<file path="config.mk">
export PLATFORM = sky130hd
export DESIGN_NAME = rxflow_dma
export DESIGN_NICKNAME = d
export VERILOG_FILES = /design/src/rtl/rxf_pkg.sv /design/src/rtl/rxf_flow_table.sv /design/src/rtl/rxf_stream_sel.sv /design/src/rtl/rxf_engine.sv /design/src/rtl/rxflow_dma.sv
export SDC_FILE = /design/constraint.sdc
export NUM_CORES = 1
export LEC_CHECK = 0
export ABC_AREA = 1
export BUFFER_PORTS_ARGS = -buffer_cell sky130_fd_sc_hd__buf_2
export CAP_MARGIN = 20
export CORE_MARGIN = 5
export CORE_UTILIZATION = 53
export DETAILED_ROUTE_END_ITERATION = 8
export GPL_TIMING_DRIVEN = 0
export PLACE_DENSITY = 0.82
export SYNTH_ARGS = -nofsm -noshare
export SYNTH_HDL_FRONTEND = slang
export SYNTH_SLANG_ARGS = --single-unit
</file>
<file path="constraint.sdc">
create_clock -name clk -period 11.97 [get_ports clk]
set_clock_uncertainty 0.15 [all_clocks]
set_input_delay 2.9925 -clock clk [delete_from_list [all_inputs] [get_ports clk]]
set_output_delay 2.9925 -clock clk [all_outputs]
set_load 0.05 [all_outputs]
</file>
<file path="src/rtl/rxf_pkg.sv">
// Package rxf_pkg
// Shared types for the flow-steered receive DMA.
// Assumes: nothing beyond the standard language.
package rxf_pkg;

    // Per-packet progress of the receive engine
    typedef enum logic [2:0] {
        ST_IDLE,   // waiting for a first beat
        ST_POP,    // asking the free queue for a descriptor
        ST_DATA,   // moving payload beats into the buffer
        ST_LEN,    // writing the length word into the descriptor
        ST_PUSH    // handing the descriptor to the completion queue
    } rxf_state_e;

endpackage

</file>
<file path="src/rtl/rxf_flow_table.sv">
// Module rxf_flow_table
// Holds one entry per flow: free queue, completion queue, buffer size.
// One write port, one combinational read port. A write and a read of the
// same entry in one cycle return the old entry (write lands at the edge).
// Assumes: wr_idx and rd_idx are below FLOWS.
module rxf_flow_table #(
    parameter int FLOWS = 8,
    parameter int QW    = 12,
    parameter int LW    = 12,
    localparam int FW   = $clog2(FLOWS)
) (
    input  logic          clk,
    input  logic          rst_n,
    input  logic          wr_en,
    input  logic [FW-1:0] wr_idx,
    input  logic [QW-1:0] wr_free,
    input  logic [QW-1:0] wr_dest,
    input  logic [LW-1:0] wr_size,
    input  logic [FW-1:0] rd_idx,
    output logic [QW-1:0] rd_free,
    output logic [QW-1:0] rd_dest,
    output logic [LW-1:0] rd_size
);

    logic [QW-1:0] free_q [FLOWS];
    logic [QW-1:0] dest_q [FLOWS];
    logic [LW-1:0] size_q [FLOWS];

    for (genvar g = 0; g < FLOWS; g++) begin : g_entry
        // Store one flow entry on a matching write
        always_ff @(posedge clk) begin
            if (!rst_n) begin
                free_q[g] <= '0;
                dest_q[g] <= '0;
                size_q[g] <= '0;
            end else if (wr_en && (wr_idx == FW'(g))) begin
                free_q[g] <= wr_free;
                dest_q[g] <= wr_dest;
                size_q[g] <= wr_size;
            end
        end
    end

    // Read the selected entry
    always_comb begin
        rd_free = free_q[rd_idx];
        rd_dest = dest_q[rd_idx];
        rd_size = size_q[rd_idx];
    end

endmodule

</file>
<file path="src/rtl/rxf_stream_sel.sv">
// Module rxf_stream_sel
// Chooses the packet source: the receive port normally, the looped
// transmit port when loop is high. The unselected port sees ready low.
// Assumes: loop only changes while the engine is not taking beats.
module rxf_stream_sel #(
    parameter int DW = 8,
    parameter int FW = 3
) (
    input  logic          loop,
    input  logic          rx_valid,
    input  logic [DW-1:0] rx_data,
    input  logic          rx_last,
    input  logic [FW-1:0] rx_flow,
    output logic          rx_ready,
    input  logic          lb_valid,
    input  logic [DW-1:0] lb_data,
    input  logic          lb_last,
    input  logic [FW-1:0] lb_flow,
    output logic          lb_ready,
    output logic          o_valid,
    output logic [DW-1:0] o_data,
    output logic          o_last,
    output logic [FW-1:0] o_flow,
    input  logic          o_ready
);

    // Steer the chosen source forward and return ready to it alone
    always_comb begin
        o_valid  = loop ? lb_valid : rx_valid;
        o_data   = loop ? lb_data  : rx_data;
        o_last   = loop ? lb_last  : rx_last;
        o_flow   = loop ? lb_flow  : rx_flow;
        rx_ready = o_ready && !loop;
        lb_ready = o_ready &&  loop;
    end

endmodule

</file>
<file path="src/rtl/rxf_engine.sv">
// Module rxf_engine
// Per-packet sequencer: latch flow entry, pop a descriptor, write payload
// bytes after the header, write the length word, push the descriptor.
// One packet in flight, so completions leave in arrival order.
// Assumes: pop and push answers are single-cycle pulses that are only
// raised while the matching request is high; buffer size >= 1.
module rxf_engine #(
    parameter int QW        = 12,
    parameter int AW        = 16,
    parameter int LW        = 12,
    parameter int DW        = 8,
    parameter int HDR_BYTES = 16
) (
    input  logic          clk,
    input  logic          rst_n,
    input  logic          in_valid,
    input  logic [DW-1:0] in_data,
    input  logic          in_last,
    output logic          in_ready,
    input  logic [QW-1:0] tbl_free,
    input  logic [QW-1:0] tbl_dest,
    input  logic [LW-1:0] tbl_size,
    output logic          pop_req,
    output logic [QW-1:0] pop_qnum,
    input  logic          pop_ack,
    input  logic          pop_empty,
    input  logic [AW-1:0] pop_desc,
    output logic          mem_we,
    output logic [AW-1:0] mem_addr,
    output logic [DW-1:0] mem_wdata,
    output logic          dsc_we,
    output logic [AW-1:0] dsc_addr,
    output logic [LW:0]   dsc_wdata,
    output logic          push_req,
    output logic [QW-1:0] push_qnum,
    output logic [AW-1:0] push_desc,
    input  logic          push_ack
);
    import rxf_pkg::*;

    localparam logic [AW-1:0] HDR_OFS = AW'(HDR_BYTES);

    rxf_state_e    state;
    logic [QW-1:0] cur_free;
    logic [QW-1:0] cur_dest;
    logic [LW-1:0] cur_size;
    logic [AW-1:0] desc;
    logic [LW-1:0] stored;
    logic          trunc;
    logic          fits;

    assign fits = (stored < cur_size);

    // Advance the packet sequence and keep its per-packet context
    always_ff @(posedge clk) begin
        if (!rst_n) begin
            state    <= ST_IDLE;
            cur_free <= '0;
            cur_dest <= '0;
            cur_size <= '0;
            desc     <= '0;
            stored   <= '0;
            trunc    <= 1'b0;
        end else begin
            case (state)
                ST_IDLE: begin
                    if (in_valid) begin
                        cur_free <= tbl_free;
                        cur_dest <= tbl_dest;
                        cur_size <= tbl_size;
                        state    <= ST_POP;
                    end
                end
                ST_POP: begin
                    if (pop_ack && !pop_empty) begin
                        desc   <= pop_desc;
                        stored <= '0;
                        trunc  <= 1'b0;
                        state  <= ST_DATA;
                    end
                end
                ST_DATA: begin
                    if (in_valid) begin
                        if (fits) stored <= stored + 1'b1;
                        else      trunc  <= 1'b1;
                        if (in_last) state <= ST_LEN;
                    end
                end
                ST_LEN: state <= ST_PUSH;
                ST_PUSH: begin
                    if (push_ack) state <= ST_IDLE;
                end
                default: state <= ST_IDLE;
            endcase
        end
    end

    // Drive the queue, memory and stream handshakes from the state
    always_comb begin
        in_ready  = (state == ST_DATA);
        pop_req   = (state == ST_POP);
        pop_qnum  = cur_free;
        mem_we    = (state == ST_DATA) && in_valid && fits;
        mem_addr  = desc + HDR_OFS + AW'(stored);
        mem_wdata = in_data;
        dsc_we    = (state == ST_LEN);
        dsc_addr  = desc;
        dsc_wdata = {trunc, stored};
        push_req  = (state == ST_PUSH);
        push_qnum = cur_dest;
        push_desc = desc;
    end

endmodule

</file>
<file path="src/rtl/rxflow_dma.sv">
// Module rxflow_dma
// Receive DMA steered by flow: each packet's flow picks the free queue,
// completion queue and buffer size. Optional loopback from the transmit
// stream port. Descriptor recycling is left to the consumer.
// Assumes: a queue manager answers pops and pushes with one-cycle pulses.
module rxflow_dma #(
    parameter int FLOWS     = 8,
    parameter int QW        = 12,
    parameter int AW        = 16,
    parameter int LW        = 12,
    parameter int DW        = 8,
    parameter int HDR_BYTES = 16,
    localparam int FW       = $clog2(FLOWS)
) (
    input  logic          clk,
    input  logic          rst_n,
    input  logic          lpbk_en,
    input  logic          s_valid,
    output logic          s_ready,
    input  logic [DW-1:0] s_data,
    input  logic          s_last,
    input  logic [FW-1:0] s_flow,
    input  logic          tx_valid,
    output logic          tx_ready,
    input  logic [DW-1:0] tx_data,
    input  logic          tx_last,
    input  logic [FW-1:0] tx_flow,
    input  logic          cfg_we,
    input  logic [FW-1:0] cfg_flow,
    input  logic [QW-1:0] cfg_free_q,
    input  logic [QW-1:0] cfg_dest_q,
    input  logic [LW-1:0] cfg_buf_size,
    output logic          pop_req,
    output logic [QW-1:0] pop_qnum,
    input  logic          pop_ack,
    input  logic          pop_empty,
    input  logic [AW-1:0] pop_desc,
    output logic          mem_we,
    output logic [AW-1:0] mem_addr,
    output logic [DW-1:0] mem_wdata,
    output logic          dsc_we,
    output logic [AW-1:0] dsc_addr,
    output logic [LW:0]   dsc_wdata,
    output logic          push_req,
    output logic [QW-1:0] push_qnum,
    output logic [AW-1:0] push_desc,
    input  logic          push_ack
);

    logic          in_valid;
    logic [DW-1:0] in_data;
    logic          in_last;
    logic [FW-1:0] in_flow;
    logic          in_ready;
    logic [QW-1:0] tbl_free;
    logic [QW-1:0] tbl_dest;
    logic [LW-1:0] tbl_size;

    rxf_stream_sel #(.DW(DW), .FW(FW)) u_sel (
        .loop     (lpbk_en),
        .rx_valid (s_valid),
        .rx_data  (s_data),
        .rx_last  (s_last),
        .rx_flow  (s_flow),
        .rx_ready (s_ready),
        .lb_valid (tx_valid),
        .lb_data  (tx_data),
        .lb_last  (tx_last),
        .lb_flow  (tx_flow),
        .lb_ready (tx_ready),
        .o_valid  (in_valid),
        .o_data   (in_data),
        .o_last   (in_last),
        .o_flow   (in_flow),
        .o_ready  (in_ready)
    );

    rxf_flow_table #(.FLOWS(FLOWS), .QW(QW), .LW(LW)) u_tbl (
        .clk     (clk),
        .rst_n   (rst_n),
        .wr_en   (cfg_we),
        .wr_idx  (cfg_flow),
        .wr_free (cfg_free_q),
        .wr_dest (cfg_dest_q),
        .wr_size (cfg_buf_size),
        .rd_idx  (in_flow),
        .rd_free (tbl_free),
        .rd_dest (tbl_dest),
        .rd_size (tbl_size)
    );

    rxf_engine #(
        .QW(QW), .AW(AW), .LW(LW), .DW(DW), .HDR_BYTES(HDR_BYTES)
    ) u_eng (
        .clk       (clk),
        .rst_n     (rst_n),
        .in_valid  (in_valid),
        .in_data   (in_data),
        .in_last   (in_last),
        .in_ready  (in_ready),
        .tbl_free  (tbl_free),
        .tbl_dest  (tbl_dest),
        .tbl_size  (tbl_size),
        .pop_req   (pop_req),
        .pop_qnum  (pop_qnum),
        .pop_ack   (pop_ack),
        .pop_empty (pop_empty),
        .pop_desc  (pop_desc),
        .mem_we    (mem_we),
        .mem_addr  (mem_addr),
        .mem_wdata (mem_wdata),
        .dsc_we    (dsc_we),
        .dsc_addr  (dsc_addr),
        .dsc_wdata (dsc_wdata),
        .push_req  (push_req),
        .push_qnum (push_qnum),
        .push_desc (push_desc),
        .push_ack  (push_ack)
    );

endmodule

</file>
=== Word-level counts from Yosys, hierarchy flattened ===
Memories as Yosys holds them, arrays and structs flattened. A register that Yosys moved wholly into a read port is not among the register bits.
Cells that the tools add are included.

* Flip-flop bits (word level): 32
* Memory bits (writable): 288
* Input port bits: 88
* Output and inout bits: 99
* Word-level logic and storage cells: 146
* Memories: 3

{| class="wikitable"
|+ Memory list
! name !! words !! width !! rd ports !! clocked after memory_dff !! write ports !! RTL line !! source
|-
| u_tbl.dest_q || 8 || 12 || 1 || 1 || 8 || rxf_flow_table.sv:26 || <nowiki>logic [QW-1:0] dest_q [FLOWS];</nowiki>
|-
| u_tbl.free_q || 8 || 12 || 1 || 1 || 8 || rxf_flow_table.sv:25 || <nowiki>logic [QW-1:0] free_q [FLOWS];</nowiki>
|-
| u_tbl.size_q || 8 || 12 || 1 || 1 || 8 || rxf_flow_table.sv:27 || <nowiki>logic [LW-1:0] size_q [FLOWS];</nowiki>
|}

* $add $sub $neg: 3
* $lt $le $gt $ge: 1
* Equality and inequality tests: 18
* Muxes and demuxes: 67
* Bitwise operators: 24
* Reductions and logical operators: 26

{| class="wikitable"
|+ Operator list
! operator !! number
|-
| 2-to-1 mux 12 bit || 27
|-
| 2-to-1 mux 1 bit || 30
|-
| bitwise OR 1 bit || 24
|-
| case mux 12 bit (2 select lines) || 1
|-
| 2-to-1 mux 3 bit || 6
|-
| adder 16 x 12 -> 16 bit || 1
|-
| adder 16 x 5 -> 16 bit, second input constant || 1
|-
| == test 3 bit, second input constant || 5
|-
| case mux 3 bit (5 select lines) || 1
|-
| logical AND 1 bit || 13
|-
| adder 12 x 1 -> 12 bit, second input constant || 1
|-
| == test 3 x 2 -> 1 bit, second input constant || 4
|-
| less-than comparator 12 bit || 1
|-
| != test 2 x 1 -> 1 bit, second input constant || 5
|-
| 2-to-1 mux 8 bit || 1
|-
| AND reduction 4 bit || 2
|-
| == test 3 x 1 -> 1 bit, second input constant || 2
|-
| logical NOT 3 bit || 2
|-
| logical NOT 1 bit || 5
|-
| AND reduction 5 bit || 1
|-
| != test 2 bit, second input constant || 2
|-
| AND reduction 2 bit || 2
|-
| case mux 1 bit (2 select lines) || 1
|-
| nonzero test 2 bit || 1
|}

=== Longest topological paths before layout ===
Gate-level depths: netlist (run 1).

* Word-level depth: 6
* Depth in mapped cells: 13
* Gate-level depth less buffers: 13

=== By module ===
Synthesis (run 1) repeated with hierarchy kept, for this count alone.

* Cells, all modules: 2,241
* Area, all modules: 18,430.2 sq um

{| class="wikitable"
|+ By module, submodules not included
! module !! instances !! cells each !! area each (sq um) !! sequential area each (sq um)
|-
| rxf_flow_table || 1 || 1,628 || 14,133.6 || 8,648.3
|-
| rxf_engine || 1 || 566 || 4,073.9 || 1,361.3
|-
| rxf_stream_sel || 1 || 47 || 222.7 || 0.0
|}

=== Least setup slack after synthesis (run 1) ===
OpenSTA, ideal clock, no wires.

* Path kind: input to output
* From: input port lpbk_en
* To: output port tx_ready
* Arrival time: 4.060 ns
* Required time: 8.828 ns
* Setup slack: 4.767 ns
* Stages: 4
* Path buffers: 2
* Cell sequence: buf_4 > inv_2 > clkbuf_1 > nor2_1

* Longest elaborated chain between the ends: 1

{| class="wikitable"
|+ Ends and longest elaborated chain
! item !! RTL line !! source
|-
| start, declared || rxflow_dma.sv:17 || <nowiki>input logic lpbk_en,</nowiki>
|-
| logical AND 1 bit || rxf_stream_sel.sv:34 || <nowiki>lb_ready = o_ready && loop;</nowiki>
|-
| end, declared || rxflow_dma.sv:24 || <nowiki>output logic tx_ready,</nowiki>
|}

Every way passes these cells.

=== Final worst setup path (run 1) ===
* From: input port lpbk_en
* To: output port mem_wdata[0]

* Longest elaborated chain between the ends: 1

{| class="wikitable"
|+ Ends and longest elaborated chain
! item !! RTL line !! source
|-
| 2-to-1 mux 8 bit || rxf_stream_sel.sv:30 || <nowiki>o_data = loop ? lb_data : rx_data;</nowiki>
|-
| end, declared || rxflow_dma.sv:40 || <nowiki>output logic [DW-1:0] mem_wdata,</nowiki>
|}

Every way passes these cells.

==> summary.txt, run 1 <==
Sink Count = 356
#FFs+latches synth = 356
Die width = 188 um
R2r startpoint = u_eng.cur_size[6]
Post-synthesis sequential area ratio = 59.4%
Total gr overflow = 0
Setup ws final = 4.77 ns
Core ar. = 31500 um^2
Clock slew at reported path FFs = 0.06 ns
Data arrival time of the worst path = 4.05 ns
H-tree depth = 2
Max_slew headroom = 41.4%
Via-to-Cell Ratio = 6.01
Outcome = complete, no violations
Setup violators final = 0
WL final = 51300 um
Placed cell areas = 18500 um^2
Busiest grt layer = met2
Initial antenna violation count = 1
Startpoint Class = primary input
Post-synth EDFFs = 288
Count of different cell masters after synthesis = 36
Cell Area, Synth = 16900 um^2
Grt met1 use = 34.4%
Tightest Pin Transition = 0.879 ns
Initial Util = 53.5%
IO Pins = 187
Root Buffer = clkbuf_16
Max clock buf depth = 3
FF-to-FF End = u_eng.stored[3]
Worst-Skew Late Latency = 0.54 ns
TritonCTS Buffers = 38
Final Max Slew Viols = 0
Ratio of cells with drive above 1 in the final layout = 16.0%
CTS tree = built
Met2 Use GR = 46.8%
Setup WS pre-CTS = 4.78 ns
Post-route core utilization = 62.6%
Initial drt markers = 1974
HP Class = reg2reg
Syn Area/Cell = 9.56 um^2
Leak Pwr = 8.39 nW
Syn_nets = 1887
Hold Vio Cnt, Final = 0
Overall Power = 3.14 mW
# rows = 65
Routed length per placed instance = 21.1 um
Fillers = 2438
Most frequent cells in the layout = nor2_1, edfxtp_1, nand2_1
RSZ-0062 raised after global routing = false
Max Cap Viol = 0
Final period util = 60.1%
Met3 usage = 6.47%
Buffers on Ports = 184
Most common cell after layout, fill and taps aside = nor2_1
Min cycle time layout = 7.20 ns
F_max = 139 MHz
Synth warn = 0
First-pass GRT wire length = 77500 um
DPL Wire Length = 35100 um
Area grow syn2layout = 16.9%
Vias in the first global route = 14300
Crit path from = lpbk_en
Overall Global Routing Usage = 27.8%
# resized after CTS = 0
Net count, final = 2120
Post-synth ARST share = 0%
Reg2Reg Setup Slack = 9.68 ns
Post-CTS setup repair buffer count = 0
Crit. End Element = primary output
Largest net degree at the start of global routing = 32
Die Area = 35500 um^2
Post-CTS Hold Fix Bufs = 0
Drt first pass iters = 6
GP Congestion = 0.930
Final Instance Area = 19700 um^2
Post-synth top area cell = edfxtp_1
VDD IR max = 0.133 mV
Setup TNS = 0 ns
Via count = 14600
Type of the worst setup path = in2out
Ys flop type = edfxtp_1
Area share of the largest cell type after synthesis = 51.3%
Worst EP required = 8.83 ns
Final ANT Viol Nets = 0
Critical path destination = mem_wdata[0]
Count of mapped cells out of synthesis = 1762
Largest fanout on the critical path = 10
Dominant cells by area after synthesis = edfxtp_1, dfxtp_1, nor2_1, o211ai_1, nand2_1
Pwr/cell area = 159 nW/um^2
R2r worst-path depth = 12
Chip height = 188 um
DRC violations left = 0
flip-flops by register name (all words and copies together), names as in the netlist:
signal	count
u_eng.cur_size	12
u_eng.dsc_addr	16
u_eng.pop_qnum	12
u_eng.push_qnum	12
u_eng.state	3
u_eng.stored	12
u_eng.trunc	1
u_tbl.dest_q	96
u_tbl.free_q	96
u_tbl.size_q	96
critical path, cell delays in order:
cell	delay, ns
buf_4	0.17
inv_2	0.09
clkbuf_1	0.33
nand2_1	0.10
nand2_1	0.10
buf_2	0.27
cell families after synthesis:
logic type | Yosys count | synth area share, %
AO/OA/AOI/OAI | 419 | 14.7
XOR/XNOR | 14 | 0.728
adder cells (fa/ha/maj) | 37 | 2.79
buffers and inverters | 295 | 7.30
flip-flops | 356 | 59.4
multiplexers | 1 | 0.0817
AND/OR/NAND/NOR | 640 | 15.0
synth_stat cells (2+ instances only):
cell,count
inv_1,165
nand2_2,3
ha_1,36
buf_4,21
nor2_4,2
a21oi_1,136
nand2_1,234
clkbuf_1,71
edfxtp_1,288
nor3_2,2
o211ai_1,145
o21ai_0,132
o21bai_1,3
nor3_1,2
inv_2,6
nand4_1,2
nor3b_1,3
xnor2_1,3
o21ai_2,2
xor2_1,11
nand3_1,27
nor2_1,358
clkbuf_2,7
buf_2,22
dfxtp_1,68
nand3b_1,3
where the power goes:
group	total [mW]	switching (mW)	internal, mW
logic	0.513	0.380	0.133
registers	1.47	0.0420	1.43
clock network	1.15	0.487	0.665
layer usage:
metal	wire, um	up-vias	share of wire [%]
met3	6860	234	13
met1	17600	6806	34
met5	0	-	0
met2	24200	1097	47
met4	2660	0	5.2
li1	-	6465	-
cell type report:
cell class	count	area [um^2]	area share (%)
Buffer	123	584	2.97
Timing Repair Buffer	193	1100	5.58
Sequential cell	356	10000	50.8
Clock inverter	15	141	0.718
Antenna cell	1	2.50	0.0127
Clock buffer	55	1070	5.41
Multi-Input combinational cell	1111	5640	28.6
Tap cell	402	503	2.55
Inverter	172	646	3.28
per-stage QoR:
| step | instances | hold WS (ns) |
|---|---|---|
| 3_3_place_gp | 2348 | 0.285 |
| 2_1_floorplan | 1762 | 0.277 |
| 4_1_cts | 2427 | 0.304 |
| 6_report | 2428 | 0.303 |
| 3_5_place_dp | 2357 | 0.295 |
| 5_1_grt | 2428 | 0.343 |
worst min-delay path by stage:
| stage | from | to | slack [ns] | cells after the start |
|---|---|---|---|---|
| 4_1_cts | u_eng.trunc | u_eng.trunc | 0.30 | 2 |
| 6_report | u_eng.trunc | u_eng.trunc | 0.30 | 2 |
| 3_5_place_dp | u_eng.trunc | u_eng.trunc | 0.30 | 2 |
| 5_1_grt | u_eng.trunc | u_eng.trunc | 0.34 | 2 |
| 3_3_place_gp | u_eng.trunc | u_eng.trunc | 0.29 | 2 |
| 2_1_floorplan | u_eng.trunc | u_eng.trunc | 0.28 | 2 |
No activity file was read; power rests on OpenSTA's default activity.
==> run 2: changes to the inputs <==
--- a/config.mk
+++ b/config.mk
@@ -12,7 +12,7 @@
 export CORE_UTILIZATION = 53
 export DETAILED_ROUTE_END_ITERATION = 8
 export GPL_TIMING_DRIVEN = 0
-export PLACE_DENSITY = 0.82
+export PLACE_DENSITY = 0.85
 export SYNTH_ARGS = -nofsm -noshare
 export SYNTH_HDL_FRONTEND = slang
 export SYNTH_SLANG_ARGS = --single-unit
==> constraint.sdc (replaced) <==
create_clock -name clk -period 6.5 [get_ports clk]
set_clock_uncertainty 0.15 [all_clocks]
set_input_delay 1.625 -clock clk [delete_from_list [all_inputs] [get_ports clk]]
set_output_delay 1.625 -clock clk [all_outputs]
set_load 0.05 [all_outputs]
==> run 2 against run 1 <==
The run now ends with design-rule violations left. Sequential cell count stayed put. Count of clock-buffer cells in the layout shrank 2. First-iteration DRC count rose by 2.0%.
==> summary.txt, run 2 (synthesized netlist as in run 1, its figures left out) <==
DRC violations left = 1 (+1)
HP Class = reg2reg
Biggest regs = u_tbl.dest_q (96), u_tbl.free_q (96), u_tbl.size_q (96)
WL final = 51100 um (-0.37%)
Type of the worst setup path = reg2out
Initial antenna violation count = 0 (-1)
Post-CTS Hold Fix Bufs = 0 (unchanged)
Tightest Pin Transition = 1.06 ns (+0.185 ns)
DPL Wire Length = 35200 um (+0.53%)
Crit. End Element = primary output
Die Area = 35500 um^2 (unchanged)
Data arrival time of the worst path = 3.02 ns (-1.03 ns)
Drt first pass iters = 9 (+3)
First-pass GRT wire length = 77600 um (+0.16%)
Most frequent cells in the layout = nor2_1, edfxtp_1, nand2_1
F_max = 209 MHz
Setup violators final = 0 (unchanged)
Final period util = 73.8%
Min cycle time layout = 4.79 ns
Final ANT Viol Nets = 0 (unchanged)
# resized after CTS = 0 (unchanged)
Die width = 188 um (unchanged)
Total gr overflow = 0 (unchanged)
IO Pins = 187 (unchanged)
Setup TNS = 0 ns (unchanged)
Net count, final = 2118 (-0.094%)
Chip height = 188 um (unchanged)
Via-to-Cell Ratio = 6.01 (about the same)
Ratio of cells with drive above 1 in the final layout = 16.2% (+0.12 points)
Hold Vio Cnt, Final = 0 (unchanged)
Largest fanout on the critical path = 6 (-4)
Most common cell after layout, fill and taps aside = nor2_1
Initial drt markers = 2013 (+2.0%)
Post-route core utilization = 62.6% (about the same)
Initial Util = 53.5% (unchanged)
Clock slew at reported path FFs = 0.07 ns (about the same)
Failing checks = design-rule violations
Sink Count = 356 (unchanged)
Sw Share = 29.3% (+0.29 points)
Overall Global Routing Usage = 27.8% (+0.036 points)
Routed length per placed instance = 21.1 um (-0.21%)
Outcome = complete, but fails checks
Pwr/cell area = 293 nW/um^2 (+84%)
Vias in the first global route = 14300 (-0.014%)
Max_slew headroom = 28.6% (-13 points)
Max Cap Viol = 0 (unchanged)
Startpoint Class = register
Clock Power Share = 36.6% (about the same)
ANT cells = 0 (-1)
Final Max Slew Viols = 0 (unchanged)
# rows = 65 (unchanged)
GP Congestion = 0.962 (+3.4%)
VDD IR max = 0.284 mV (+110%)
Area grow syn2layout = 16.8% (about the same)
Post-CTS setup repair buffer count = 0 (unchanged)
Worst-Skew Late Latency = 0.55 ns (about the same)
H-tree depth = 2 (unchanged)
Leak Pwr = 8.38 nW (about the same)
Largest net degree at the start of global routing = 34 (+6.3%)
Max clock buf depth = 3 (unchanged)
Pint = 4.08 mW (+83%)
Logic pwr share = 16.4% (about the same)
Net Switching = 1.69 mW (+85%)
CTS tree = built
Root Buffer = clkbuf_16
RSZ-0062 raised after global routing = false
Via count = 14600 (-0.16%)
Buffers on Ports = 184 (unchanged)
Core ar. = 31500 um^2 (unchanged)
TritonCTS Buffers = 37 (-2.6%)
Worst EP required = 4.72 ns (-4.11 ns)
Reg power frac = 47.0% (about the same)
## run 2: metal layers
metal	vias to the layer above	share of wire [%]	GRT usage [%]
li1	6463	-	-
met1	6723	34	34.8
met2	1183	46	46.5
met3	209	14	5.76
met4	0	5.2	13.3
met5	-	0	0
## run 2: cell type report
type                    instances  area, um^2
clock inverters                15         134
multi-input cells            1111        5640
repair buffers                192        1100
inverters                     172         646
plain buffers                 123         584
well taps                     402         503
flip-flops and latches        356       10000
clock buffers                  53        1070
fillers                      2356       11800
## run 2: worst paths after layout
check	depth (start not counted)	startpoint	endpoint	slack, ns
max reg2reg	6	u_eng.state[2]	u_eng.cur_size[7]	3.89
min reg2reg	2	u_eng.trunc	u_eng.trunc	0.31
min	2	u_eng.trunc	u_eng.trunc	0.31
max	11	u_eng.stored[1]	mem_addr[15]	1.71
## run 2: worst max-delay path: stages (launching register included)
cell and delay, ns:
dfxtp_1 0.48, ha_1 0.29, ha_1 0.27, fa_1 0.43, nand3_1 0.10, nand2_1 0.12, nand4_1 0.11, nand4_1 0.20
nand2_1 0.12, nand2_1 0.05, nand2_1 0.06, buf_2 0.26
## run 2: power groups by stage
stage	registers [mW]	logic [mW]	clock network (mW)
after floorplan	2.85	0.509	0
after global placement	2.75	0.874	0
after detailed placement	2.75	0.918	0
after CTS	2.70	0.927	2.10
after global routing	2.72	1.00	2.20
final	2.71	0.945	2.11
## run 2: metrics by stage
step / instance area [um^2] / setup slack [ns] / cells / total power, mW / hold slack, ns
3_3_place_gp: 18300 / -0.608 / 2348 / 3.62 / 0.294
5_1_grt: 19700 / 1.47 / 2424 / 5.92 / 0.334
4_1_cts: 19700 / 1.70 / 2424 / 5.73 / 0.310
6_report: 19700 / 1.71 / 2424 / 5.76 / 0.306
3_5_place_dp: 18500 / 1.94 / 2356 / 3.67 / 0.301
2_1_floorplan: 16900 / 1.61 / 1762 / 3.36 / 0.277
